## src/rtl/irq_exc_pkg.sv

```systemverilog
package irq_exc_pkg;

  // Vector identifiers: the target address is (id + 1) * VEC_STRIDE
  localparam int unsigned VID_NMI    = 0;
  localparam int unsigned VID_SWI    = 1;
  localparam int unsigned VID_IRQ    = 2;
  localparam int unsigned VEC_STRIDE = 2;

  typedef enum logic [2:0] {
    RD_NONE,
    RD_RETI,
    RD_SWI,
    RD_NMI,
    RD_IRQ
  } redir_src_e;

  function automatic int unsigned vec_addr(input int unsigned id);
    return (id + 1) * VEC_STRIDE;
  endfunction

endpackage

```

## src/rtl/iec_nmi_detect.sv

```systemverilog
module iec_nmi_detect (
  input  logic clk,
  input  logic rst_n,
  input  logic nmi_n,
  input  logic take_nmi,
  output logic nmi_edge,
  output logic nmi_now
);

  logic prev_q;
  logic pend_q;

  assign nmi_edge = prev_q & ~nmi_n;
  assign nmi_now  = pend_q | nmi_edge;

  always_ff @(posedge clk or negedge rst_n) begin
    if (!rst_n) begin
      prev_q <= 1'b1;
      pend_q <= 1'b0;
    end else begin
      prev_q <= nmi_n;
      pend_q <= nmi_now & ~take_nmi;
    end
  end

  // a pending event survives until it is taken
  a_r3_pend_kept: assert property (@(posedge clk) disable iff (!rst_n)
    pend_q && !take_nmi |=> pend_q);

  // an edge that is not taken at once becomes pending
  a_r2_edge_latched: assert property (@(posedge clk) disable iff (!rst_n)
    nmi_edge && !take_nmi |=> pend_q);

  // a line held low produces no fresh edge
  a_r2_no_retrigger: assert property (@(posedge clk) disable iff (!rst_n)
    !nmi_n && take_nmi |=> !nmi_now || nmi_n);

endmodule

```

## src/rtl/iec_arbiter.sv

```systemverilog
module iec_arbiter (
  input  logic clk,
  input  logic rst_n,
  input  logic disp_rdy,
  input  logic nmi_now,
  input  logic irq_lvl,
  input  logic i_eff,
  input  logic swi_ok,
  input  logic reti_ok,
  input  logic wait_q,
  output logic take_nmi,
  output logic take_irq,
  output logic hw_take,
  output logic wake
);

  logic hw_ok;

  assign hw_ok    = disp_rdy & ~swi_ok & ~reti_ok;
  assign take_nmi = hw_ok & nmi_now;
  assign take_irq = hw_ok & ~nmi_now & irq_lvl & ~i_eff;
  assign hw_take  = take_nmi | take_irq;
  assign wake     = wait_q & (nmi_now | irq_lvl);

  // non-maskable source wins over the level source
  a_r5_nmi_first: assert property (@(posedge clk) disable iff (!rst_n)
    take_irq |-> !nmi_now);

  // the level source is never accepted while masked
  a_r4_masked: assert property (@(posedge clk) disable iff (!rst_n)
    take_irq |-> !i_eff);

  // no hardware entry alongside a trap or a return
  a_r13_exclusive: assert property (@(posedge clk) disable iff (!rst_n)
    (swi_ok || reti_ok) |-> !hw_take);

  a_r5_single_source: assert property (@(posedge clk) disable iff (!rst_n)
    $onehot0({take_nmi, take_irq}));

endmodule

```

## src/rtl/iec_state.sv

```systemverilog
module iec_state #(
  parameter int PC_W = 16
) (
  input  logic            clk,
  input  logic            rst_n,
  input  logic            hw_take,
  input  logic            swi_ok,
  input  logic            reti_ok,
  input  logic            sr_ok,
  input  logic            epc_wr,
  input  logic [PC_W-1:0] ret_pc,
  input  logic [PC_W-1:0] epc_wdata,
  input  logic [1:0]      sr_esr,
  input  logic            sr_i,
  input  logic            i_eff,
  input  logic            t_eff,
  input  logic            t_in,
  input  logic            wai_req,
  input  logic            wake,
  output logic            i_q,
  output logic [PC_W-1:0] epc_q,
  output logic [1:0]      esr_q,
  output logic            wait_q
);

  logic save_entry;
  assign save_entry = hw_take | swi_ok;

  always_ff @(posedge clk or negedge rst_n) begin
    if (!rst_n) begin
      i_q    <= 1'b1;
      esr_q  <= 2'b00;
      epc_q  <= '0;
      wait_q <= 1'b0;
    end else begin
      if (hw_take) begin
        i_q   <= 1'b1;
        esr_q <= {i_eff, t_eff};
      end else if (swi_ok) begin
        i_q   <= 1'b1;
        esr_q <= {i_q, t_in};
      end else if (reti_ok) begin
        i_q   <= esr_q[1];
      end else if (sr_ok) begin
        i_q   <= sr_i;
        esr_q <= sr_esr;
      end

      if (save_entry)  epc_q <= ret_pc;
      else if (epc_wr) epc_q <= epc_wdata;

      wait_q <= wai_req | (wait_q & ~wake);
    end
  end

  // entry saves return address, status, and masks
  a_r6_entry_saves: assert property (@(posedge clk) disable iff (!rst_n)
    hw_take |=> i_q && epc_q == $past(ret_pc) && esr_q == $past({i_eff, t_eff}));

  // return restores the disable flag from saved status
  a_r8_reti_restores: assert property (@(posedge clk) disable iff (!rst_n)
    reti_ok |=> i_q == $past(esr_q[1]));

  // a wake ends the wait unless a new wait is requested
  a_r11_wake_ends_wait: assert property (@(posedge clk) disable iff (!rst_n)
    wake && !wai_req |=> !wait_q);

  // plain EPC write lands
  a_r12_epc_write: assert property (@(posedge clk) disable iff (!rst_n)
    epc_wr && !save_entry |=> epc_q == $past(epc_wdata));

endmodule

```

## src/rtl/irq_exc_ctrl.sv

```systemverilog
module irq_exc_ctrl #(
  parameter int PC_W  = 16,
  parameter int VEC_W = 2
) (
  input  logic             clk,
  input  logic             rst_n,
  input  logic             irq_n,
  input  logic             nmi_n,
  input  logic             disp_rdy,
  input  logic [PC_W-1:0]  ret_pc,
  input  logic             t_in,
  input  logic             swi_req,
  input  logic [VEC_W-1:0] swi_vec,
  input  logic             reti_req,
  input  logic             sr_wr,
  input  logic [3:0]       sr_wdata,
  input  logic             epc_wr,
  input  logic [PC_W-1:0]  epc_wdata,
  input  logic             wai_req,
  output logic             redir_valid,
  output logic [PC_W-1:0]  redir_pc,
  output logic             t_load,
  output logic             t_val,
  output logic             i_flag,
  output logic [PC_W-1:0]  epc,
  output logic [PC_W-1:0]  status,
  output logic             waiting,
  output logic             wake
);
  import irq_exc_pkg::*;

  localparam logic [VEC_W-1:0] VEC_NOP = '1;
  localparam int STAT_PAD = PC_W - 4;

  // Named internal events
  logic       reti_ok, swi_ok, sr_ok;
  logic       i_eff, t_eff;
  logic       nmi_edge, nmi_now;
  logic       take_nmi, take_irq, hw_take;
  logic       i_q, wait_q;
  logic [1:0] esr_q;
  logic [PC_W-1:0] epc_q;
  redir_src_e src;

  // Request precedence: return, then trap, then status write
  assign reti_ok = reti_req;
  assign swi_ok  = swi_req & (swi_vec != VEC_NOP) & ~reti_req;
  assign sr_ok   = sr_wr & ~reti_ok & ~swi_ok;

  // Flag values as they stand once this cycle's instruction completes
  always_comb begin
    if (reti_ok)     i_eff = esr_q[1];
    else if (swi_ok) i_eff = 1'b1;
    else if (sr_ok)  i_eff = sr_wdata[1];
    else             i_eff = i_q;
  end

  always_comb begin
    if (reti_ok)    t_eff = esr_q[0];
    else if (sr_ok) t_eff = sr_wdata[0];
    else            t_eff = t_in;
  end

  iec_nmi_detect u_nmi (
    .clk      (clk),
    .rst_n    (rst_n),
    .nmi_n    (nmi_n),
    .take_nmi (take_nmi),
    .nmi_edge (nmi_edge),
    .nmi_now  (nmi_now)
  );

  iec_arbiter u_arb (
    .clk      (clk),
    .rst_n    (rst_n),
    .disp_rdy (disp_rdy),
    .nmi_now  (nmi_now),
    .irq_lvl  (~irq_n),
    .i_eff    (i_eff),
    .swi_ok   (swi_ok),
    .reti_ok  (reti_ok),
    .wait_q   (wait_q),
    .take_nmi (take_nmi),
    .take_irq (take_irq),
    .hw_take  (hw_take),
    .wake     (wake)
  );

  iec_state #(.PC_W(PC_W)) u_state (
    .clk       (clk),
    .rst_n     (rst_n),
    .hw_take   (hw_take),
    .swi_ok    (swi_ok),
    .reti_ok   (reti_ok),
    .sr_ok     (sr_ok),
    .epc_wr    (epc_wr),
    .ret_pc    (ret_pc),
    .epc_wdata (epc_wdata),
    .sr_esr    (sr_wdata[3:2]),
    .sr_i      (sr_wdata[1]),
    .i_eff     (i_eff),
    .t_eff     (t_eff),
    .t_in      (t_in),
    .wai_req   (wai_req),
    .wake      (wake),
    .i_q       (i_q),
    .epc_q     (epc_q),
    .esr_q     (esr_q),
    .wait_q    (wait_q)
  );

  always_comb begin
    if (reti_ok)       src = RD_RETI;
    else if (swi_ok)   src = RD_SWI;
    else if (take_nmi) src = RD_NMI;
    else if (take_irq) src = RD_IRQ;
    else               src = RD_NONE;
  end

  always_comb begin
    unique case (src)
      RD_RETI: redir_pc = epc_q;
      RD_SWI:  redir_pc = PC_W'(vec_addr(32'(swi_vec)));
      RD_NMI:  redir_pc = PC_W'(vec_addr(VID_NMI));
      RD_IRQ:  redir_pc = PC_W'(vec_addr(VID_IRQ));
      default: redir_pc = '0;
    endcase
  end

  assign redir_valid = (src != RD_NONE);
  assign t_load      = reti_ok | sr_ok;
  assign t_val       = t_eff;
  assign i_flag      = i_q;
  assign epc         = epc_q;
  assign status      = {{STAT_PAD{1'b0}}, esr_q, i_q, t_in};
  assign waiting     = wait_q;

  // a trap with the reserved vector field does nothing
  a_r7_vec_nop: assert property (@(posedge clk) disable iff (!rst_n)
    swi_req && swi_vec == VEC_NOP && !reti_req && !disp_rdy |-> !redir_valid);

  // return redirects to the saved address
  a_r8_reti_target: assert property (@(posedge clk) disable iff (!rst_n)
    reti_req |-> redir_valid && redir_pc == epc);

  // an edge at a free dispatch boundary goes to the non-maskable vector
  a_r2_edge_taken: assert property (@(posedge clk) disable iff (!rst_n)
    nmi_edge && disp_rdy && !swi_req && !reti_req |-> redir_valid && redir_pc == PC_W'(2));

  // a masked wake never redirects by itself
  a_r11_masked_wake: assert property (@(posedge clk) disable iff (!rst_n)
    wake && i_q && !nmi_now && !reti_req && !swi_req && !sr_wr |-> !redir_valid);

endmodule

```

## config.mk

```make
export PLATFORM = sky130hd
export DESIGN_NAME = irq_exc_ctrl
export DESIGN_NICKNAME = d
export VERILOG_FILES = /design/src/rtl/irq_exc_pkg.sv /design/src/rtl/iec_nmi_detect.sv /design/src/rtl/iec_arbiter.sv /design/src/rtl/iec_state.sv /design/src/rtl/irq_exc_ctrl.sv
export SDC_FILE = /design/constraint.sdc
export NUM_CORES = 1
export LEC_CHECK = 0
export ABC_AREA = 1
export BUFFER_PORTS_ARGS = -buffer_cell sky130_fd_sc_hd__buf_2
export CAP_MARGIN = 0
export CORE_MARGIN = 3
export CORE_UTILIZATION = 45
export CTS_CLUSTER_DIAMETER = 50
export DETAILED_ROUTE_END_ITERATION = 7
export PLACE_DENSITY = 0.88
export SLEW_MARGIN = 20
export SYNTH_ARGS = -nofsm -noshare
export SYNTH_HDL_FRONTEND = slang
export SYNTH_HIERARCHICAL = 1
export SYNTH_SLANG_ARGS = --single-unit
```

## constraint.sdc

```tcl
create_clock -name clk -period 3.5 [get_ports clk]
set_input_delay 0.875 -clock clk [delete_from_list [all_inputs] [get_ports clk]]
set_output_delay 0.875 -clock clk [all_outputs]
set_load 0.03 [all_outputs]
```

# Word-level counts from Yosys, hierarchy flattened
# Index checks and enable logic that the tools add are counted.
# op_classes
addsub,1
eq_ne,6
n_mux,19
n_bitwise,28
reduce_logical,4
# ops
operator,count
one-hot mux 16 bit (4 select lines),1
two-way mux 16 bit,2
AND 1 bit,14
two-way mux 3 bit,4
two-way mux 1 bit,8
two-way mux 2 bit,4
NOT 1 bit,8
"== test 3 x 2 -> 1 bit, second input constant",2
bitwise OR 1 bit,6
nonzero test 3 bit,2
"adder 2 x 1 -> 3 bit, second input constant",1
"== test 3 x 1 -> 1 bit, second input constant",1
"== test 3 bit, second input constant",1
"!= test 3 x 1 -> 1 bit, second input constant",1
"!= test 2 bit, second input constant",1
AND reduction 2 bit,1
nonzero test 2 bit,1
# totals
ff_bits,22
inputBits,49
out_inout_bits,54
wordCells,64

# Longest topological paths before layout
# logic_depth
depth_word,16
mapped_depth,14
ltp_nobuf,14

# Modules after synthesis
# Netlist, hierarchy kept.
# modules_own_cells
mod,n_inst,cells_per_inst,area_each_um2,seq_area_each_um2
iec_state,1,125,996.0,501.7
irq_exc_ctrl,1,76,431.7,0.0
iec_nmi_detect,1,8,81.3,51.3
iec_arbiter,1,9,46.3,0.0

# Worst setup path after synthesis
# No wires, ideal clock.
# synth_timing
path_type,input port to output port
from,in swi_vec[0]
to,out redir_pc[1]
arrival_ns,2.085
required_time_ns,2.625
setup_slack_ns,0.540
stages,8
path_buffers,0
path_cell_list,ha_1 inv_1 nand2_4 nor2_4 nand3b_1 nor2_1 o211ai_2 nand3_1
# synth_via
word_cells_on_any_way,25
classes_between,add/sub: 1; eq/ne: 5; mux: 8; bitwise: 11
# synth_rtl
element,line,source
"start, declared",irq_exc_ctrl.sv:13,"input logic [VEC_W-1:0] swi_vec,"
!= test 2 bit (*),irq_exc_ctrl.sv:47,assign swi_ok = swi_req & (swi_vec != VEC_NOP) & ~reti_req;
AND 1 bit (*) (2 in a row),irq_exc_ctrl.sv:47,
named net swi_ok,irq_exc_ctrl.sv:36,"logic reti_ok, swi_ok, sr_ok;"
NOT 1 bit (*),iec_arbiter.sv:19,assign hw_ok = disp_rdy & ~swi_ok & ~reti_ok;
AND 1 bit (*) (2 in a row),iec_arbiter.sv:19,
AND 1 bit (*),iec_arbiter.sv:20,assign take_nmi = hw_ok & nmi_now;
named net take_nmi,irq_exc_ctrl.sv:39,"logic take_nmi, take_irq, hw_take;"
two-way mux 3 bit (*),irq_exc_ctrl.sv:115,else if (take_nmi) src = RD_NMI;
two-way mux 3 bit (*),irq_exc_ctrl.sv:114,else if (swi_ok) src = RD_SWI;
two-way mux 3 bit (*),irq_exc_ctrl.sv:113,if (reti_ok) src = RD_RETI;
"== test 3 bit, or another cell as far along",irq_exc_ctrl.sv:121,unique case (src)
one-hot mux 16 bit (4 select lines) (*),irq_exc_ctrl.sv:121,
"end, declared",irq_exc_ctrl.sv:21,"output logic [PC_W-1:0] redir_pc,"
# Mark *: on every way through the listed nets, which the timed path passes. The rest lies on a longest branch.

# Final worst setup path
# Ends and elaborated chain as after synthesis.

==> metrics.md <==
| Metric | Value |
|---|---|
| Ports | `just over 100` |
| Via count | `~1600` |
| Final critical-path share of the clock period | `0.9010` |
| Slew Viols, Final | `0` |
| Initial core utilization | `0.4882` |
| Worst hold path class | `input pin to asynchronous set/reset pin` |
| Outcome | `complete, no violations` |
| Reg2reg start | `u_state/i_q` |
| Nets@finish | `352` |
| FF+latch area | `553.0 sq um` |
| Number of max-cap violations | `0` |
| Worst stage delay on the critical path | `0.20 ns` |
| Overall power | `0.8475 mW` |
| Antenna violations before repair | `0` |
| Hold buffer count at cts | `0` |
| Share of cells above drive strength 1 | `0.3854` |
| Clock buffer depth | `2` |
| Worst path cell trace | `buf_2, ha_1, inv_1, nand2_4, nor2_4, nand3b_1, nor2_1, o211ai_2, nand3_1, buf_2` |
| RSZ-0062 raised after global routing | `no` |
| Max VDD drop | `0.2628 mV` |
| Fill cells | `319` |
| Die H | `~65 microns` |
| Crit start category | `input pin` |
| Setup bufs post-CTS | `0` |
| Avg Cell Area, Syn | `7.150 sq um` |
| Clock Skew | `slightly below 0.004 ns` |
| Total CTS buffers | `3` |
| Leak Pwr | `1.228 nW` |
| Max FO, Critical Path | `7` |
| Largest net degree at the start of global routing | `23` |
| Crit path DAT | `2.28 ns` |
| Worst path slowest cell | `nand3b_1` |
| Syn. warnings | `6` |
| P&R area growth vs syn | `27.34%` |
| Routed vias/inst | `4.719` |
| Final Setup Violations | `0` |
| Post-Route WL | `3.868 mm` |
| RD Place Congestion | `0.7761` |
| Crit end category | `output pin` |
| Die Footprint | `4188 sq um` |
| All-layer global routing usage | `0.1957` |
| PwrDens | `429.0 nW/um^2` |
| Final min period | `3.154 ns` |
| Number of global-route vias before repair | `1464` |
| Most common cell on crit path | `buf_2` |
| Clock Sinks | `22` |
| # DRC | `0` |
| Global-route wire length before repair | `6.486 mm` |
| Core area | `around 3200 sq um` |
| Fin Setup TNS | `0 ns` |
| CP required | `2.62 ns` |
| Later-pin clock latency in the skew report | `0.30 ns` |
| DR pass1 iterations | `4` |
| Multi-input gate area | `726.9 sq um` |
| Post-CTS Resized | `0` |
| Fmax achieved | `317.1 MHz` |
| Overflow left after global routing | `0` |
| Post-DP HPWL | `3.083 mm` |
| Flop-to-flop setup slack | `between 1 and 1.5 ns` |
| Die Wd | `64.72 microns` |
| Synth Instances | `217` |
| Post-Syn Area | `1551 sq um` |
| WL per Instance | `11.21 microns` |
| Root Driver | `clkbuf_4` |
| H-tree levels | `1` |
| CTS tree | `yes` |
| N_diodes | `0` |
| Count of final hold-check violations | `0` |
| DR iter-0 viols | `85` |
| Reg clk slew, reported paths | `around 0.12 ns` |
| Port bufs | `90` |
| CP Class | `input pin to output pin` |
| Crit Reg-Reg Endpoint | `u_state/epc_q[11]` |
| Reg2reg path depth | `11` |
| # rows | `20` |
| Final ANT Viol Nets | `0` |
placed cells by master, fill, tap and decap left out, types with 2 or more instances in the layout:
master	n
buf_4	2
dfstp_2	2
nand3_2	2
nand3_1	55
nand2_2	2
inv_2	5
clkbuf_4	3
dfrtp_1	20
nand4_1	2
a21oi_2	2
nor2_1	6
nor2_4	2
inv_1	29
conb_1	12
nand2_1	55
buf_2	90
how the worst max path moves through the flow:
| stage | endpoint | start |
|---|---|---|
| 2_1_floorplan | redir_pc[1] | swi_vec[0] |
| 3_3_place_gp | redir_valid | swi_vec[0] |
| 3_5_place_dp | redir_pc[1] | swi_vec[0] |
| 4_1_cts | redir_pc[1] | swi_vec[0] |
| 5_1_grt | redir_valid | swi_vec[0] |
| 6_report | redir_pc[1] | swi_vec[0] |
final cells by class:
class | count | share of cell area
Clock buffer | 4 | 0.01837
Inverter | 35 | 0.07030
Multi-Input combinational cell | 148 | 0.3680
Sequential cell | 22 | 0.2799
Tap cell | 44 | 0.02787
Timing Repair Buffer | 92 | 0.2356
metrics by stage:
step	hold slack, ns	std cells	utilization	area [sq um]	worst slack [ns]
CTS	0.5195	345	0.6217	1976	0.3430
detailed placement	0.5080	341	0.6102	1939	0.3482
global route	0.5263	345	0.6217	1976	0.1991
global placement	0.5057	341	0.6102	1939	0.3856
finish	0.5084	345	0.6217	1976	0.3464
floorplan	0.4934	228	-	1593	0.5405
state kept, by name (all words and copies together) (netlist names):
register and flops:
u_state/wait_q 1, u_state/i_q 1, u_state/esr_q 2, u_state/epc_q 16
u_nmi/prev_q 1, u_nmi/pend_q 1
power breakdown:
| part | total [mW] | switching, mW | internal [mW] |
|---|---|---|---|
| logic | 0.382 | 0.270 | 0.112 |
| registers | 0.328 | 0.0321 | 0.296 |
| clock network | 0.138 | 0.0742 | 0.0635 |
| total | 0.848 | 0.376 | 0.471 |
critical path, delay by kind of cell:
| kind | cells | cell delay (ns) |
|---|---|---|
| adder cells (fa/ha/maj) | 1 | 0.18 |
| buffers and inverters | 3 | 0.37 |
| AND/OR/NAND/NOR | 5 | 0.68 |
| AO/OA/AOI/OAI | 1 | 0.18 |
per-layer routing:
metal	share of wire	track usage	wire length (microns)	vias up
met5	0	0	0	-
met4	0.0041	0.03694	16	0
met3	0.084	0.04679	326	2
met2	0.52	0.3550	2004	65
met1	0.39	0.2345	1521	731
li1	-	-	-	830
Power figures use the tool's default switching activity.
